$ cat src/rtl/ts_calc_pkg.sv
package ts_calc_pkg;

    localparam int EV_COUNT = 4;

    typedef enum logic [1:0] {
        EV_M_TX = 2'd0,
        EV_S_RX = 2'd1,
        EV_S_TX = 2'd2,
        EV_M_RX = 2'd3
    } ev_e;

    typedef logic [EV_COUNT-1:0] ev_mask_t;

    function automatic logic mask_full(input ev_mask_t m);
        return &m;
    endfunction

endpackage

$ cat src/rtl/ts_correct.sv
module ts_correct #(
    parameter int CNT_W     = 32,
    parameter int SLIP_W    = 5,
    parameter int PHASE_W   = 8,
    parameter int WORD_W    = 20,
    parameter int ACC_W     = 48,
    parameter bit ADD_SLIP  = 1'b0,
    parameter bit ADD_PHASE = 1'b0
) (
    input  logic [CNT_W-1:0]   coarse,
    input  logic [SLIP_W-1:0]  slip,
    input  logic [PHASE_W-1:0] phase,
    output logic [ACC_W-1:0]   value
);
    localparam logic [ACC_W-1:0] WORD_MUL = ACC_W'(WORD_W);

    logic [ACC_W-1:0] scaled;
    logic [ACC_W-1:0] slip_term;
    logic [ACC_W-1:0] phase_term;

    always_comb begin
        scaled = ACC_W'(coarse) * WORD_MUL;
    end

    generate
        if (ADD_SLIP) begin : g_slip
            always_comb slip_term = ACC_W'(slip);
        end else begin : g_noslip
            always_comb slip_term = '0;
        end
        if (ADD_PHASE) begin : g_phase
            always_comb phase_term = ACC_W'(phase);
        end else begin : g_nophase
            always_comb phase_term = '0;
        end
    endgenerate

    always_comb begin
        value = scaled + slip_term + phase_term;
    end
endmodule

$ cat src/rtl/ts_collect.sv
module ts_collect
    import ts_calc_pkg::*;
#(
    parameter int ACC_W = 48
) (
    input  logic                              clk,
    input  logic                              rst_n,
    input  ev_mask_t                          stb,
    input  logic [EV_COUNT-1:0][ACC_W-1:0]    corr,
    output logic                              fire,
    output ev_mask_t                          held,
    output logic [EV_COUNT-1:0][ACC_W-1:0]    stamps
);
    typedef struct packed {
        ev_mask_t                           mask;
        logic [EV_COUNT-1:0][ACC_W-1:0]     ts;
    } coll_t;

    coll_t    st_d, st_q;
    ev_mask_t base;
    ev_mask_t accept;

    always_comb begin
        st_d   = st_q;
        fire   = mask_full(st_q.mask);
        base   = fire ? '0 : st_q.mask;
        accept = '0;
        if (stb[EV_M_TX]) begin
            accept = stb;
        end else if (base[EV_M_TX]) begin
            accept = stb & ~ev_mask_t'(1);
        end
        st_d.mask = (stb[EV_M_TX] ? '0 : base) | accept;
        for (int i = 0; i < EV_COUNT; i++) begin
            if (accept[i]) begin
                st_d.ts[i] = corr[i];
            end
        end
    end

    always_ff @(posedge clk) begin
        if (!rst_n) begin
            st_q <= '0;
        end else begin
            st_q <= st_d;
        end
    end

    assign held   = st_q.mask;
    assign stamps = st_q.ts;
endmodule

$ cat src/rtl/ts_solve.sv
module ts_solve
    import ts_calc_pkg::*;
#(
    parameter int ACC_W = 48
) (
    input  logic                              clk,
    input  logic                              rst_n,
    input  logic                              fire,
    input  logic [EV_COUNT-1:0][ACC_W-1:0]    stamps,
    output logic signed [ACC_W-1:0]           fwd_diff,
    output logic                              done,
    output logic signed [ACC_W-1:0]           offset,
    output logic signed [ACC_W-1:0]           delay
);
    typedef struct packed {
        logic                     vld;
        logic signed [ACC_W-1:0]  d21;
        logic signed [ACC_W-1:0]  d43;
    } diff_t;

    typedef struct packed {
        logic                     done;
        logic signed [ACC_W-1:0]  off;
        logic signed [ACC_W-1:0]  dly;
    } res_t;

    diff_t dif_d, dif_q;
    res_t  res_d, res_q;

    logic signed [ACC_W-1:0] gap;
    logic signed [ACC_W-1:0] span;

    always_comb begin
        dif_d     = dif_q;
        dif_d.vld = fire;
        if (fire) begin
            dif_d.d21 = $signed(stamps[EV_S_RX]) - $signed(stamps[EV_M_TX]);
            dif_d.d43 = $signed(stamps[EV_M_RX]) - $signed(stamps[EV_S_TX]);
        end
    end

    always_comb begin
        res_d      = res_q;
        res_d.done = dif_q.vld;
        gap        = dif_q.d21 - dif_q.d43;
        span       = dif_q.d21 + dif_q.d43;
        if (dif_q.vld) begin
            res_d.off = gap >>> 1;
            res_d.dly = span >>> 1;
        end
    end

    always_ff @(posedge clk) begin
        if (!rst_n) begin
            dif_q <= '0;
            res_q <= '0;
        end else begin
            dif_q <= dif_d;
            res_q <= res_d;
        end
    end

    assign fwd_diff = dif_q.d21;
    assign done     = res_q.done;
    assign offset   = res_q.off;
    assign delay    = res_q.dly;
endmodule

$ cat src/rtl/ts_offset_calc.sv
module ts_offset_calc
    import ts_calc_pkg::*;
#(
    parameter int CNT_W   = 32,
    parameter int SLIP_W  = 5,
    parameter int PHASE_W = 8,
    parameter int WORD_W  = 20,
    parameter int ACC_W   = 48
) (
    input  logic                      clk,
    input  logic                      rst_n,
    input  logic                      ts1_stb,
    input  logic [CNT_W-1:0]          ts1_coarse,
    input  logic                      ts2_stb,
    input  logic [CNT_W-1:0]          ts2_coarse,
    input  logic [SLIP_W-1:0]         rx_slip_slave,
    input  logic                      ts3_stb,
    input  logic [CNT_W-1:0]          ts3_coarse,
    input  logic                      ts4_stb,
    input  logic [CNT_W-1:0]          ts4_coarse,
    input  logic [SLIP_W-1:0]         rx_slip_master,
    input  logic [PHASE_W-1:0]        ts4_phase,
    output logic                      result_done,
    output logic signed [ACC_W-1:0]   offset_ui,
    output logic signed [ACC_W-1:0]   delay_ui
);
    logic [EV_COUNT-1:0][CNT_W-1:0]  coarse_arr;
    logic [EV_COUNT-1:0][SLIP_W-1:0] slip_arr;
    logic [EV_COUNT-1:0][ACC_W-1:0]  corr_arr;
    logic [EV_COUNT-1:0][ACC_W-1:0]  stamps;
    ev_mask_t                        stb_vec;
    ev_mask_t                        held_mask;
    logic                            fire;
    logic signed [ACC_W-1:0]         fwd_diff;

    assign stb_vec    = {ts4_stb, ts3_stb, ts2_stb, ts1_stb};
    assign coarse_arr = {ts4_coarse, ts3_coarse, ts2_coarse, ts1_coarse};
    assign slip_arr   = {rx_slip_master, SLIP_W'(0), rx_slip_slave, SLIP_W'(0)};

    generate
        for (genvar g = 0; g < EV_COUNT; g++) begin : g_corr
            ts_correct #(
                .CNT_W    (CNT_W),
                .SLIP_W   (SLIP_W),
                .PHASE_W  (PHASE_W),
                .WORD_W   (WORD_W),
                .ACC_W    (ACC_W),
                .ADD_SLIP (g == int'(EV_S_RX) || g == int'(EV_M_RX)),
                .ADD_PHASE(g == int'(EV_M_RX))
            ) u_corr (
                .coarse(coarse_arr[g]),
                .slip  (slip_arr[g]),
                .phase (ts4_phase),
                .value (corr_arr[g])
            );
        end
    endgenerate

    ts_collect #(.ACC_W(ACC_W)) u_collect (
        .clk   (clk),
        .rst_n (rst_n),
        .stb   (stb_vec),
        .corr  (corr_arr),
        .fire  (fire),
        .held  (held_mask),
        .stamps(stamps)
    );

    ts_solve #(.ACC_W(ACC_W)) u_solve (
        .clk     (clk),
        .rst_n   (rst_n),
        .fire    (fire),
        .stamps  (stamps),
        .fwd_diff(fwd_diff),
        .done    (result_done),
        .offset  (offset_ui),
        .delay   (delay_ui)
    );
endmodule

$ cat config.mk
export PLATFORM = sky130hd
export DESIGN_NAME = ts_offset_calc
export DESIGN_NICKNAME = d
export VERILOG_FILES = /design/src/rtl/ts_calc_pkg.sv /design/src/rtl/ts_correct.sv /design/src/rtl/ts_collect.sv /design/src/rtl/ts_solve.sv /design/src/rtl/ts_offset_calc.sv
export SDC_FILE = /design/constraint.sdc
export NUM_CORES = 1
export LEC_CHECK = 0
export BUFFER_PORTS_ARGS = -buffer_cell sky130_fd_sc_hd__buf_2
export CORE_MARGIN = 2
export CORE_UTILIZATION = 30
export CTS_BUF_LIST = sky130_fd_sc_hd__clkbuf_8
export DETAILED_ROUTE_END_ITERATION = 16
export PLACE_DENSITY = 0.42
export SLEW_MARGIN = 0
export SYNTH_ARGS = -nofsm -noshare
export SYNTH_HDL_FRONTEND = slang
export SYNTH_HIERARCHICAL = 1
export SYNTH_SLANG_ARGS = --single-unit
$ cat constraint.sdc
create_clock -name clk -period 13.2 [get_ports clk]
set_clock_uncertainty 0.15 [all_clocks]
set_input_delay 2.64 -clock clk [delete_from_list [all_inputs] [get_ports clk]]
set_output_delay 2.64 -clock clk [all_outputs]
set_load 0.02 [all_outputs]
==> results of run 1 <==
==> path summary, 6_finish.rpt <==
kind | startpoint | to | slack (ns) | depth (start not counted)
worst max register to register | u_solve/dif_q[15] | u_solve/delay[40] | 9.05 | 12
worst min-delay path | u_solve/delay[44] | u_solve/delay[44] | 0.30 | 2
worst min register to register | u_solve/delay[44] | u_solve/delay[44] | 0.30 | 2
worst max-delay path | ts2_coarse[1] | u_collect/stamps[82] | 6.95 | 15
==> cell usage in the layout (no fill, tap or decap), types with 11 or more instances in the layout <==
master and instances:
and3_1 37, dfxtp_1 387, o211ai_1 34, o21bai_1 61, or4_1 15, a21oi_1 374
clkbuf_8 103, ha_1 442, conb_1 48, and2_1 18, a21oi_2 12, a21o_1 107
o31ai_1 20, nor4_1 24, o21ai_1 23, a221o_1 11, a211oi_1 69, nor2b_1 90
nand4_1 66, fa_1 13, xor2_1 87, o21ai_0 201, nand2_1 571, nor2_1 366
buf_4 18, inv_1 252, nand3_1 102, xnor2_1 203, a31oi_1 37, or2_2 11
or3_1 29, mux2i_1 271, nand2b_1 29, buf_2 247, nor3_1 78, o21a_1 36
==> flip-flops by register name, summed over array words and instances (netlist names) <==
register          flops
u_collect/held        4
u_collect/stamps    192
u_solve/delay        47
u_solve/dif_q        49
u_solve/done          1
u_solve/fwd_diff     48
u_solve/offset       47
==> metal layers <==
metal	wire (um)	global-route usage	up-vias
li1	-	-	16600
met1	60700	0.269	15100
met2	48900	0.280	606
met3	4160	0.0212	115
met4	1900	0.0350	0
met5	0	0	-
==> worst register-to-register path, delay by kind of cell (launching register included) <==
family	cells	cell delay, ns
DFF	1	0.44
xor gates and xnor gates	1	0.25
buffers and inverters	1	0.08
adders and majority gates	1	0.50
AOI/OAI and AO/OA	5	1.27
and+or+nand+nor	4	1.34
==> cell type report <==
type,instances,share of cell area
multi-input cells,3761,0.656
flip-flops and latches,388,0.194
well taps,1612,0.0503
clock buffers,103,0.0353
repair buffers,266,0.0346
inverters,238,0.0223
clock inverters,34,0.00730
diodes,6,0.000374
==> power by group through the flow <==
| stage | Combinational (mW) | Clock (mW) | Sequential, mW |
|---|---|---|---|
| final | 1.89 | 1.36 | 1.29 |
| after global routing | 2.10 | 1.48 | 1.29 |
| after CTS | 1.90 | 1.42 | 1.29 |
| after detailed placement | 1.89 | 0 | 1.31 |
| after global placement | 1.89 | 0 | 1.31 |
| after floorplan | 1.41 | 0 | 1.29 |
==> stage by stage <==
stage / hold slack [ns] / setup WS (ns) / power (mW)
6_report: 0.297 / 6.95 / 4.54
3_3_place_gp: 0.294 / 6.32 / 3.21
5_1_grt: 0.323 / 6.60 / 4.88
3_5_place_dp: 0.292 / 6.29 / 3.20
2_1_floorplan: 0.285 / 6.86 / 2.70
4_1_cts: 0.304 / 6.98 / 4.60
==> results.cfg, run 1 <==
[cells_and_area]
drive_above_1_share = 0.107
fillers = 13100
fin_nets = 5338
final_util = 0.334
design_area_um2 = 40100
multiInputGateArea_um2 = 26300
instances_no_fill = 6408
area_growth_pct = 10.3
regArea_um2 = 7770

[critical_path]
cp-start-kind = primary input
path_max_fanout = 5
path_common_cell = ha_1
slowest_delay_ns = 0.70
cp.arrival_ns = 6.71
crit_required_ns = 13.66
crit_family = simple AND/OR/NAND/NOR gates
worst-path-buf-inv = 1
end_kind = register
worstSetupPathType = in2reg
cpMaxStageDelayCell = nor4_1
worstPathCellList = buf_2 > ha_1 > ha_1 > fa_1 > a211oi_2 > o21ai_0 > a211oi_1 > o221ai_1 > nand4b_1 > nor4_1 > and4_1 > nand4_1 > xnor2_1 > nand2_1 > mux2i_1

[clock_network]
clock-sinks = 388
cts_buffer_depth = 3
post_cts_resized = 0
cts-root-buf = clkbuf_8
hold_buffers = 0
cts_buffers = 76
path_clk_slew_ns = 0.06
cts.htree.levels = 3
cts_tree = done
post_cts.repair.setup_buffers = 0
insertion_delay_ns = 0.69

[drt]
drt_pre_antenna_iters = 6
wl_per_cell_um = 18.0
drtIter0Drc = 2105
remaining_drc_errors = 0
routed_wl_mm = 116
drtAntennaViolNets = 0
viasPerCell = 5.05
vias = 32400

[floorplanning]
coreArea_um2 = 120000
rows = 127
die_area_um2 = 124000
die_x_um = 352
io_pins = 249
initial_core_util = 0.303
die_y_um = 352

[job]
maxCapViolCount = 0

[sta]
tightest_slew_ns = 0.954
setup_violations = 0
finalSetupTns_ns = 0
hold_viol_final = 0
min_period_over_period = 0.474
rsz0062_at_grt = no
finalCriticalPeriod_ns = 6.25
max_freq_mhz = 160
slew_viol_final = 0
slew_headroom = 0.364

[pwr]
p_clk_frac = 0.300
leakage_nw = 17.6
ir_worst_vdd_uv = 61.3
pwr-share-comb = 0.416
p_switching_mw = 1.77
p_sw_frac = 0.390
power_frac_seq = 0.284
power_density_nw_per_um2 = 113
internal_power_mw = 2.77

[outcome]
outcome = finished clean

[placed_design]
dp_hpwl_mm = 92.7
port_buffers = 248
dpl_cell_area_um2 = 38400
place_inst = 6265
routabilityCongestion = 0.871

[global_routing]
antenna_found_initial = 4
grt_overflow = 0
grt_first_pass_wirelength_mm = 183
grt_use_total = 0.181
grt_max_degree = 98
grt_pass1_vias = 31600

[synthesis]
yosysWarnings = 6
avgSynthCellArea_um2 = 7.86
syn_area_um2 = 36400
syn_inst = 4625

[worst_hold_path]
hold_path.class = reg2reg
Power figures use the tool's default switching activity.
==> run 2: changes to the inputs <==
Settings changed: PLACE_DENSITY 0.42 to 0.44.
Clock period 13.2 ns to 5.5 ns, I/O delays scaled along.
==> results.cfg, run 2 (same netlist as run 1, synthesis figures left out) <==
[placed_design]
port_buffers = 248
dp_slack_ns = 0.221
dpl_cell_area_um2 = 38500
routabilityCongestion = 0.865
place_inst = 6272
dp_hpwl_mm = 91.9

[floorplanning]
die_area_um2 = 124000
coreArea_um2 = 120000
rows = 127
initial_core_util = 0.303
die_x_um = 352
io_pins = 249
die_y_um = 352

[clock_network]
hold_buffers = 0
post_cts.repair.setup_buffers = 0
insertion_delay_ns = 0.68
cts_tree = done
path_clk_slew_ns = 0.05
cts_buffer_depth = 3
cts-root-buf = clkbuf_8
cts.htree.levels = 3
cts_buffers = 77
clock-sinks = 388
post_cts_resized = 0

[worst_hold_path]
holdPathEnd = u_solve/delay[44]
hold_depth = 2
hold_path.class = reg2reg
hold_start = u_solve/delay[44]

[pwr]
ir_worst_vdd_uv = 132
power_density_nw_per_um2 = 272
leakage_nw = 17.6

[cells_and_area]
area_growth_pct = 10.4
design_area_um2 = 40200
largest_register_ffs = 192
fin_nets = 5346
instances_no_fill = 6409
final_cell_mix = nand2_1 (571), ha_1 (442), dfxtp_1 (387)
drive_above_1_share = 0.107
final_util = 0.334
final_common_cell = nand2_1

[critical_path]
r2r_end = u_solve/offset[46]
cp-start-kind = primary input
reg2reg_depth = 12
crit_start = ts2_coarse[1]
r2r-start = u_solve/dif_q[11]
crit_required_ns = 5.95
worstPathCellList = buf_2 > ha_1 > ha_1 > fa_1 > a211oi_2 > o21ai_2 > a31oi_4 > nand2_2 > a311oi_2 > or4b_4 > or3_4 > nor4_2 > xor2_1 > nand2_1 > mux2i_1
crit_family = simple AND/OR/NAND/NOR gates
path_common_cell = ha_1
cpMaxStageDelayCell = or4b_4
reg2reg_slack_ns = 1.33
path_max_fanout = 6
worstSetupPathType = in2reg
end_kind = register
worst-path-buf-inv = 1
slowest_delay_ns = 0.53
cp.arrival_ns = 5.07

[sta]
timing.final.ws_setup_ns = 0.881
setup_violations = 0
slew_viol_final = 0
finalSetupTns_ns = 0
min_period_over_period = 0.840
tightest_slew_ns = 1.18
max_freq_mhz = 217
slew_headroom = 0.211
hold_viol_final = 0
finalCriticalPeriod_ns = 4.62
rsz0062_at_grt = no

[outcome]
outcome = finished clean

[global_routing]
grt_pass1_vias = 31600
grt_max_degree = 185
grt_overflow = 0
grt_first_pass_wirelength_mm = 181
grt_use_total = 0.179
antenna_found_initial = 5

[drt]
wl_per_cell_um = 17.9
drt_pre_antenna_iters = 5
routed_wl_mm = 115
drtIter0Drc = 1954
drtAntennaViolNets = 0
viasPerCell = 5.07
vias = 32500
remaining_drc_errors = 0

[job]
maxCapViolCount = 0
run 2: cell count changes in the layout (fill, tap and decap cells not counted), moves of 3 or more:
cell / change
bufinv_16: +3
inv_1: +6
clkbuf_8: -10
buf_4: +6
inv_6: -3
diode_2: -3
run 2: final cells by class:
cell class / count / area [um^2]
Inverter: 238 / 896
Fill cell: 13000 / 80000
Clock buffer: 93 / 1280
Tap cell: 1612 / 2020
Timing Repair Buffer: 273 / 1470
Antenna cell: 3 / 7.51
Clock inverter: 41 / 395
Sequential cell: 388 / 7770
Multi-Input combinational cell: 3761 / 26300
run 2: per-stage QoR:
stage	power (mW)	hold WS (ns)
after CTS	11.1	0.304
after global placement	7.76	0.289
final	10.9	0.304
after floorplan	6.48	0.285
after detailed placement	7.76	0.296
after global routing	11.7	0.318
run 2: power by group:
| group | internal (mW) | total [mW] | switching [mW] |
|---|---|---|---|
| combinational | 1.77 | 4.61 | 2.84 |
| clock | 1.90 | 3.23 | 1.33 |
| sequential | 2.97 | 3.09 | 0.120 |
run 2: worst max path at each step:
| stage | endpoint | cells past startpoint |
|---|---|---|
| 2_1_floorplan | u_collect/stamps[83] | 14 |
| 3_3_place_gp | u_collect/stamps[83] | 15 |
| 3_5_place_dp | u_collect/stamps[83] | 15 |
| 4_1_cts | u_collect/stamps[83] | 15 |
| 5_1_grt | u_collect/stamps[83] | 15 |
| 6_report | u_collect/stamps[83] | 15 |
run 2: per-layer routing:
layer,GRT usage,up-vias,part of all wire
met4,0.0398,0,0.017
met1,0.266,15100,0.53
li1,-,16600,-
met3,0.0180,110,0.034
met2,0.276,607,0.42
met5,0,-,0
run 2: worst min-delay path: stages (launching register included):
cell and delay (ns):
dfxtp_1 0.30, nand2_1 0.05, o21ai_1 0.05
